--- config.mk ---
export PLATFORM = sky130hd
export DESIGN_NAME = log_addr_ptr
export DESIGN_NICKNAME = d
export VERILOG_FILES = /design/src/rtl/log_addr_ptr_pkg.sv /design/src/rtl/log_addr_ptr_inc.sv /design/src/rtl/log_addr_ptr_dec.sv /design/src/rtl/log_addr_ptr.sv
export SDC_FILE = /design/constraint.sdc
export NUM_CORES = 1
export LEC_CHECK = 0
export BUFFER_PORTS_ARGS = -buffer_cell sky130_fd_sc_hd__buf_2
export CORE_AREA = 5 5 119 76
export CTS_CLUSTER_SIZE = 16
export DETAILED_ROUTE_END_ITERATION = 7
export DIE_AREA = 0 0 124 81
export MAX_ROUTING_LAYER = met4
export PLACE_DENSITY = 0.72
export SLEW_MARGIN = 10
export SYNTH_ARGS = -nofsm -noshare
export SYNTH_HDL_FRONTEND = slang
export SYNTH_SLANG_ARGS = --single-unit
--- constraint.sdc ---
create_clock -name clk -period 3.25 [get_ports clk]
set_input_delay 0.8125 -clock clk [delete_from_list [all_inputs] [get_ports clk]]
set_output_delay 0.8125 -clock clk [all_outputs]
set_load 0.05 [all_outputs]
--- src/rtl/log_addr_ptr_pkg.sv ---
package log_addr_ptr_pkg;
  typedef enum logic [1:0] {
    OP_INC     = 2'b00,
    OP_INC_ALT = 2'b01,
    OP_DEC     = 2'b10,
    OP_NONE    = 2'b11
  } ptr_op_e;
endpackage

--- src/rtl/log_addr_ptr_inc.sv ---
module log_addr_ptr_inc #(
  parameter int ADDR_W = 24,
  parameter int STEP_W = 8,
  parameter int TOP_W  = 8,
  parameter logic [TOP_W-1:0] LIMIT = 8'h40
) (
  input  logic [ADDR_W-1:0] cur,
  input  logic [STEP_W-1:0] amt,
  output logic [ADDR_W-1:0] nxt,
  output logic              wrap
);
  localparam int LOW_W = ADDR_W - TOP_W;

  function automatic logic [ADDR_W-1:0] add_amt(input logic [ADDR_W-1:0] a,
                                                input logic [STEP_W-1:0] s);
    return a + ADDR_W'(s);
  endfunction

  logic [ADDR_W-1:0] sum;

  always_comb begin
    sum  = add_amt(cur, amt);
    wrap = (sum[ADDR_W-1 -: TOP_W] == LIMIT);
    nxt  = wrap ? {{TOP_W{1'b0}}, sum[LOW_W-1:0]} : sum;
  end
endmodule

--- src/rtl/log_addr_ptr_dec.sv ---
module log_addr_ptr_dec #(
  parameter int ADDR_W = 24,
  parameter int STEP_W = 8,
  parameter int TOP_W  = 8
) (
  input  logic [ADDR_W-1:0] cur,
  input  logic [STEP_W-1:0] amt,
  output logic [ADDR_W-1:0] nxt,
  output logic              wrap
);
  localparam int LOW_W = ADDR_W - TOP_W;
  localparam logic [ADDR_W-1:0] FILL = {{TOP_W{1'b0}}, {LOW_W{1'b1}}};

  function automatic logic [ADDR_W-1:0] sub_amt(input logic [ADDR_W-1:0] a,
                                                input logic [STEP_W-1:0] s);
    return a - ADDR_W'(s);
  endfunction

  logic [ADDR_W-1:0] diff;

  always_comb begin
    diff = sub_amt(cur, amt);
    wrap = diff[ADDR_W-1];
    nxt  = wrap ? FILL : diff;
  end
endmodule

--- src/rtl/log_addr_ptr.sv ---
module log_addr_ptr
  import log_addr_ptr_pkg::*;
#(
  parameter int ADDR_W = 24,
  parameter int STEP_W = 8,
  parameter int TOP_W  = 8,
  parameter logic [TOP_W-1:0] NORM_LIMIT = 8'h40,
  parameter logic [TOP_W-1:0] ALT_LIMIT  = 8'h20
) (
  input  logic              clk,
  input  logic              rst,
  input  logic              load_en,
  input  logic [ADDR_W-1:0] load_val,
  input  logic              op_valid,
  input  logic [1:0]        op_sel,
  input  logic              op_unit,
  input  logic [STEP_W-1:0] step,
  output logic [ADDR_W-1:0] ptr,
  output logic              wrapped
);
  localparam int N_INC = 2;
  localparam int LOW_W = ADDR_W - TOP_W;

  logic [STEP_W-1:0] eff_step;
  logic [ADDR_W-1:0] inc_nxt [N_INC];
  logic              inc_wrap [N_INC];
  logic [ADDR_W-1:0] dec_nxt;
  logic              dec_wrap;
  logic              op_fire;
  logic [ADDR_W-1:0] sel_nxt;
  logic              sel_wrap;

  assign eff_step = op_unit ? STEP_W'(1) : step;

  for (genvar g = 0; g < N_INC; g++) begin : g_inc
    log_addr_ptr_inc #(
      .ADDR_W(ADDR_W), .STEP_W(STEP_W), .TOP_W(TOP_W),
      .LIMIT ((g == 0) ? NORM_LIMIT : ALT_LIMIT)
    ) u_inc (
      .cur(ptr), .amt(eff_step), .nxt(inc_nxt[g]), .wrap(inc_wrap[g])
    );
  end

  log_addr_ptr_dec #(.ADDR_W(ADDR_W), .STEP_W(STEP_W), .TOP_W(TOP_W)) u_dec (
    .cur(ptr), .amt(eff_step), .nxt(dec_nxt), .wrap(dec_wrap)
  );

  always_comb begin
    op_fire  = op_valid && (ptr_op_e'(op_sel) != OP_NONE);
    sel_nxt  = ptr;
    sel_wrap = 1'b0;
    case (ptr_op_e'(op_sel))
      OP_INC:     begin sel_nxt = inc_nxt[0]; sel_wrap = inc_wrap[0]; end
      OP_INC_ALT: begin sel_nxt = inc_nxt[1]; sel_wrap = inc_wrap[1]; end
      OP_DEC:     begin sel_nxt = dec_nxt;    sel_wrap = dec_wrap;    end
      default:    begin sel_nxt = ptr;        sel_wrap = 1'b0;        end
    endcase
  end

  always_ff @(posedge clk) begin
    if (rst) begin
      ptr     <= '0;
      wrapped <= 1'b0;
    end else if (load_en) begin
      ptr     <= load_val;
      wrapped <= 1'b0;
    end else if (op_fire) begin
      ptr     <= sel_nxt;
      wrapped <= sel_wrap;
    end else begin
      wrapped <= 1'b0;
    end
  end

  AST_LOAD_WINS: assert property (@(posedge clk) disable iff (rst)
    load_en |=> (ptr == $past(load_val)) && !wrapped);

  AST_IDLE_HOLDS: assert property (@(posedge clk) disable iff (rst)
    (!load_en && (!op_valid || op_sel == 2'b11)) |=> $stable(ptr) && !wrapped);

  AST_WRAP_NEEDS_OP: assert property (@(posedge clk) disable iff (rst)
    wrapped |-> $past(op_valid && !load_en && op_sel != 2'b11));

  AST_DEC_FILL: assert property (@(posedge clk) disable iff (rst)
    (wrapped && $past(op_sel) == 2'b10) |-> ptr == {{TOP_W{1'b0}}, {LOW_W{1'b1}}});

  AST_INC_TOP_CLEAR: assert property (@(posedge clk) disable iff (rst)
    (wrapped && $past(op_sel) != 2'b10) |-> ptr[ADDR_W-1 -: TOP_W] == '0);
endmodule

======== Word-level counts from Yosys, hierarchy flattened ========
Index checks and enable logic that the tools add are counted.
storage, ports and cells
  input bits .............................. 39
  output and inout bits ................... 25
  register bits ........................... 25
  logic and storage cells ................. 24
cells by class
  mux-type cells .......................... 8
  equal/unequal tests ..................... 5
  bitwise operators ....................... 1
  add/subtract/negate cells ............... 2
  reduce and logical (&&, ||, !) cells .... 6
operators by type and width
  kind                count
  $mux 24             4
  $pmux 24 s3         1
  $add 24x8->24       1
  $sub 24x8->24       1
  $mux 23             1
  $eq 8x6->1 const B  1
  $eq 8x7->1 const B  1
  $mux 8              1
  $reduce_bool 4->1   1
  $pmux 1 s3          1
  $reduce_or 3->1     1
  $eq 2x1->1 const B  1
  $eq 2x2->1 const B  1
  $logic_not 2->1     1
  $ne 2x2->1 const B  1
  $reduce_and 2->1    1
  $reduce_bool 2->1   1
  $logic_and 1x1->1   1
  $not 1->1           1

======== Depth between registers and ports, before layout ========
  depth in word-level cells ............... 7
  depth in mapped cells ................... 12
  gate-level depth less buffers ........... 12

======== By module ========
A second synthesis with hierarchy kept.
unflattened totals
  cells, all modules ...................... 545
  area, all modules ....................... 4272.8 um^2
by module, submodules not included
  module                              seq. area each (um^2)  area each (um^2)  cells each  times used
  log_addr_ptr                        500.5                  1883.1            218         1
  log_addr_ptr_dec                    0.0                    828.3             118         1
  log_addr_ptr_inc at g_inc[0].u_inc  0.0                    784.5             108         1
  log_addr_ptr_inc at g_inc[1].u_inc  0.0                    777.0             101         1

======== Least setup slack after synthesis ========
OpenSTA, ideal clock, no wires.
  kind .................................... input -> register
  start ................................... input op_unit
  end ..................................... register ptr[12]
  data required time ...................... 3.164 ns
  library setup time ...................... 0.086 ns
  slack ................................... 0.007 ns
  arrival time ............................ 3.157 ns
  stages .................................. 11
  buffers on the path ..................... 1
  cells stage by stage .................... nand2b_1 ha_1 o21ai_2 a21oi_2 o41a_4 or3_1 clkbuf_2 or4_4 mux2i_1 a21oi_1 a221oi_2
on the way
  word-level cells in the longest chain between the ends .. 6
  elaborated cells between the ends (all ways) .. 9
  those cells by class .................... 2 x add/sub; 7 x mux
ends and longest elaborated chain
  element                                                RTL line                                        RTL
  start, declared                                        log_addr_ptr.sv:16                              input logic op_unit,
  $mux 8 (*)                                             log_addr_ptr.sv:33                              assign eff_step = op_unit ? STEP_W'(1) : step;
  $sub 24x8->24 / $add 24x8->24 (equally long branches)  log_addr_ptr_dec.sv:16, log_addr_ptr_inc.sv:16
  $mux 23 / $mux 24 (equally long branches)              log_addr_ptr_dec.sv:24, log_addr_ptr_inc.sv:24
  $pmux 24 s3 (*)                                        log_addr_ptr.sv:52                              case (ptr_op_e'(op_sel))
  $mux 24 (*)                                            log_addr_ptr.sv:67                              end else if (op_fire) begin
  $mux 24 (*)                                            log_addr_ptr.sv:64                              end else if (load_en) begin
  end signal, assigned                                   log_addr_ptr.sv:65                              ptr <= load_val;
  end signal, assigned                                   log_addr_ptr.sv:68                              ptr <= sel_nxt;
  end, declared                                          log_addr_ptr.sv:18                              output logic [ADDR_W-1:0] ptr,
Every way passes the cells marked *; elsewhere a longest branch is shown, timed or not. The select of a mux whose other input is x is not followed.
A chain may end at the register's enable or synchronous reset.

======== Worst setup path after layout ========
  start ................................... input op_unit
  end ..................................... register ptr[21]
on the way
  word-level cells in the longest chain between the ends .. 7
  elaborated cells between the ends (all ways) .. 11
  those cells by class .................... 2 x add/sub; 2 x eq/ne; 7 x mux
ends and longest elaborated chain
  element                                          RTL line                RTL
  $mux 8 (*)                                       log_addr_ptr.sv:33
  $add 24x8->24                                    log_addr_ptr_inc.sv:16  return a + ADDR_W'(s);
  $eq 8x6->1 / $eq 8x7->1 (equally long branches)  log_addr_ptr_inc.sv:23  wrap = (sum[ADDR_W-1 -: TOP_W] == LIMIT);
  $mux 24                                          log_addr_ptr_inc.sv:24  nxt = wrap ? {{TOP_W{1'b0}}, sum[LOW_W-1:0]} : sum;
  $pmux 24 s3 (*)                                  log_addr_ptr.sv:52
  $mux 24 (*)                                      log_addr_ptr.sv:67
  $mux 24 (*)                                      log_addr_ptr.sv:64
Marked as above.

==> results.sh <==
export IMPL_stdcell_area_um2=4430
export IMPL_ff2ff_setup_slack_ps=370
export IMPL_cts_tree="yes"
export IMPL_met3_length_mm=1.32
export IMPL_wl_per_cell_um=19.4
export IMPL_dr_wl_met2_mm=5.25
export IMPL_start_util=0.391
export IMPL_clk_pin_slew_worst_paths_ps=70
export IMPL_vias_per_cell=6.12
export IMPL_rows=25
export IMPL_antenna_found_initial=0
export IMPL_drt_iter0_markers=482
export IMPL_dieArea_um2=10000
export IMPL_drive_above_1_share=0.400
export IMPL_endpoint_kind="register"
export IMPL_hold_class="reg -> reg"
export IMPL_fin_crit_sh=0.976
export IMPL_status="completed"
export IMPL_netlist_instances=412
export IMPL_drt_met1_wl_mm=5.70
export IMPL_clock_sinks=25
export IMPL_avgSynthCellArea_um2=7.33
export IMPL_path_class="in -> reg"
export IMPL_top_layer_used="met4"
export IMPL_power_leakage_nw=1.92
export IMPL_drv_slew=0
export IMPL_place_inst=620
export IMPL_wirelength_mm=12.4
export IMPL_drc_errors=0
export IMPL_maxCapViolations=0
export IMPL_syn_nets=473
export IMPL_syn_area_um2=3020
export IMPL_vias=3892
export IMPL_cts_root_buf="clkbuf_16"
export IMPL_hpwl_mm=9.24
export IMPL_clock_latency_ps=280
export IMPL_die_w_um=124
export IMPL_grt_pass1_vias=3720
export IMPL_critPathRequiredTime_ps=3410
export IMPL_nets=590
export IMPL_yosysWarnings=0
export IMPL_placed_area_um2=3870
export IMPL_synth_top_flop_cell="dfxtp_1"
export IMPL_cts_buffer_depth=2
export IMPL_skew_ps=4.91
export IMPL_ios=64
export IMPL_coreArea_um2=7730
export IMPL_diodes=0
export IMPL_setup_ws_ps=79.0
export IMPL_cp_data_arrival_time_ps=3330
export IMPL_synth_seq_cells=25
export IMPL_finalHoldViolCount=0
export IMPL_finalCriticalPeriod_ps=3170
export IMPL_post_place_ws_ps=-518
export IMPL_synth_edf_count=0
export IMPL_worst_pin_slew_ps=742
export IMPL_yosysSeqAreaShare=0.166
export IMPL_numCtsBuffers=3
export IMPL_ant_nets=0
export IMPL_grt_pass1_wl_mm=19.3
export IMPL_relSlewSlack=0.505
export IMPL_setup_viol=0
export IMPL_p_per_area_nw_per_um2=355
export IMPL_async_flop_share=0
export IMPL_stdcell_count=636
export IMPL_fin_util=0.574
export IMPL_die_h_um=81
export IMPL_vdd_ir_drop_max_mv=0.193
export IMPL_gp_congestion=0.956
export IMPL_startpoint_type="input pin"
export IMPL_gr_total_overflow=0
export IMPL_grt_use_total=0.252
export IMPL_synth_distinct_cells=69
export IMPL_critPathMaxFanout=3
export IMPL_dr_pass1_iters=5
export IMPL_port_buffers=63
export IMPL_fmax_mhz=315
export IMPL_area_growth_pct=46.8
export IMPL_grt_max_degree=18
export IMPL_ctsHtreeMaxLevel=1
[per-stage QoR]
step / hold slack [ps] / TNS (ps) / total power [W]
2_1_floorplan: 703 / 0 / 0.000855
6_report: 554 / 0 / 0.00157
3_5_place_dp: 515 / -4880 / 0.00116
4_1_cts: 537 / 0 / 0.00150
5_1_grt: 588 / -54.5 / 0.00165
3_3_place_gp: 505 / -4120 / 0.00114
[worst max-delay path, stage by stage]
cell and delay (ps):
buf_4 130, nand2b_4 160, ha_4 230, nor2b_1 150
o2111ai_1 370, nand2_1 140, a31o_2 290, a2111oi_1 500
buf_4 220, xnor2_1 110, o22a_1 150, nand2_1 60
[cell usage in the layout, fill, tap and decap left out, types with 4 or more instances in the layout]
master	instances
nand2b_4	8
ha_1	8
nand3_1	12
a21o_1	4
o21a_1	4
buf_2	62
a22oi_1	8
buf_4	78
a31oi_1	11
and3_1	5
ha_4	9
nor2_1	30
and2_1	4
nand2b_1	5
nor3_1	16
xor2_1	4
a21oi_1	26
o211ai_1	5
xnor2_1	15
o21ai_0	20
inv_1	21
nand2_1	28
o221ai_1	7
dfxtp_1	25
a21oi_2	4
a211oi_1	6
nand4_1	9
o21bai_1	5
o22ai_1	4
[where the power goes]
group	total, W	leakage (nW)	switching [W]	internal (W)
clock network	0.000305	0.0382	0.000136	0.000169
registers	0.000386	0.206	0.0000554	0.000330
logic	0.000882	1.67	0.000488	0.000395
total	0.00157	1.92	0.000678	0.000894
[area by class of cell]
class | count | area, µm²
Multi-Input combinational cell | 334 | 2690
Sequential cell | 25 | 500
Timing Repair Buffer | 143 | 947
Fill cell | 728 | 3290
Tap cell | 108 | 135
Inverter | 22 | 82.6
Clock buffer | 4 | 78.8
[cell usage after synthesis, types with 4 or more instances]
master / number / area share
nand2b_1: 12 / 0.025
a2111oi_1: 4 / 0.013
o221ai_1: 7 / 0.020
xnor2_1: 16 / 0.046
and2_1: 4 / 0.0083
inv_1: 21 / 0.026
nor2b_1: 5 / 0.010
o41ai_1: 4 / 0.012
o21a_1: 4 / 0.0099
dfxtp_1: 25 / 0.17
a31oi_1: 11 / 0.023
clkbuf_1: 21 / 0.026
a22oi_1: 8 / 0.020
o211ai_1: 5 / 0.012
nand2_1: 29 / 0.036
and3_1: 5 / 0.010
buf_2: 7 / 0.012
a21oi_1: 30 / 0.050
ha_1: 20 / 0.083
a211oi_1: 9 / 0.022
nor2_1: 31 / 0.039
nor4_1: 4 / 0.0083
o21bai_1: 6 / 0.015
xor2_1: 4 / 0.012
nand4_1: 9 / 0.019
a21o_1: 4 / 0.0099
nand3_1: 12 / 0.020
nor3_1: 16 / 0.027
o22ai_1: 4 / 0.0083
o21ai_0: 20 / 0.033
[metal layers]
metal  vias to the layer above  global-route usage
met3                        12              0.0598
li1                       1774                   -
met1                      1865               0.361
met2                       241               0.364
met5                         -                   -
met4                         0              0.0383
[registers in the layout, summed over array words and instances (netlist names)]
register and count:
ptr 24, wrapped 1
[what timing repair did]
action                                  in CTS  in global routing
pin swaps                                   13                 11
resized for setup                           23                 42
endpoints found under the setup margin       7                 22
cloned                                       0                  0
setup buffers                               10                  2
hold buffers                                 0                  0
[worst paths after layout]
kind	start	endpoint	cells after the start
worst max-delay path	op_unit	ptr[21]	12
worst min-delay path	ptr[7]	ptr[7]	2
worst max register to register	ptr[1]	ptr[21]	12
worst min register to register	ptr[7]	ptr[7]	2
[kinds of logic (layout without fill, tap and decap cells)]
kind of cell / after synthesis / count (layout) / share of synthesized area
XOR/XNOR: 21 / 21 / 0.0634
buffers and inverters: 53 / 169 / 0.0729
adder cells (fa/ha/maj): 22 / 22 / 0.0961
flip-flops: 25 / 25 / 0.166
AND/OR/NAND/NOR: 140 / 140 / 0.240
AO/OA/AOI/OAI: 147 / 147 / 0.349
multiplexers: 4 / 4 / 0.0137
Note: power is estimated with default switching activity, not from simulation.
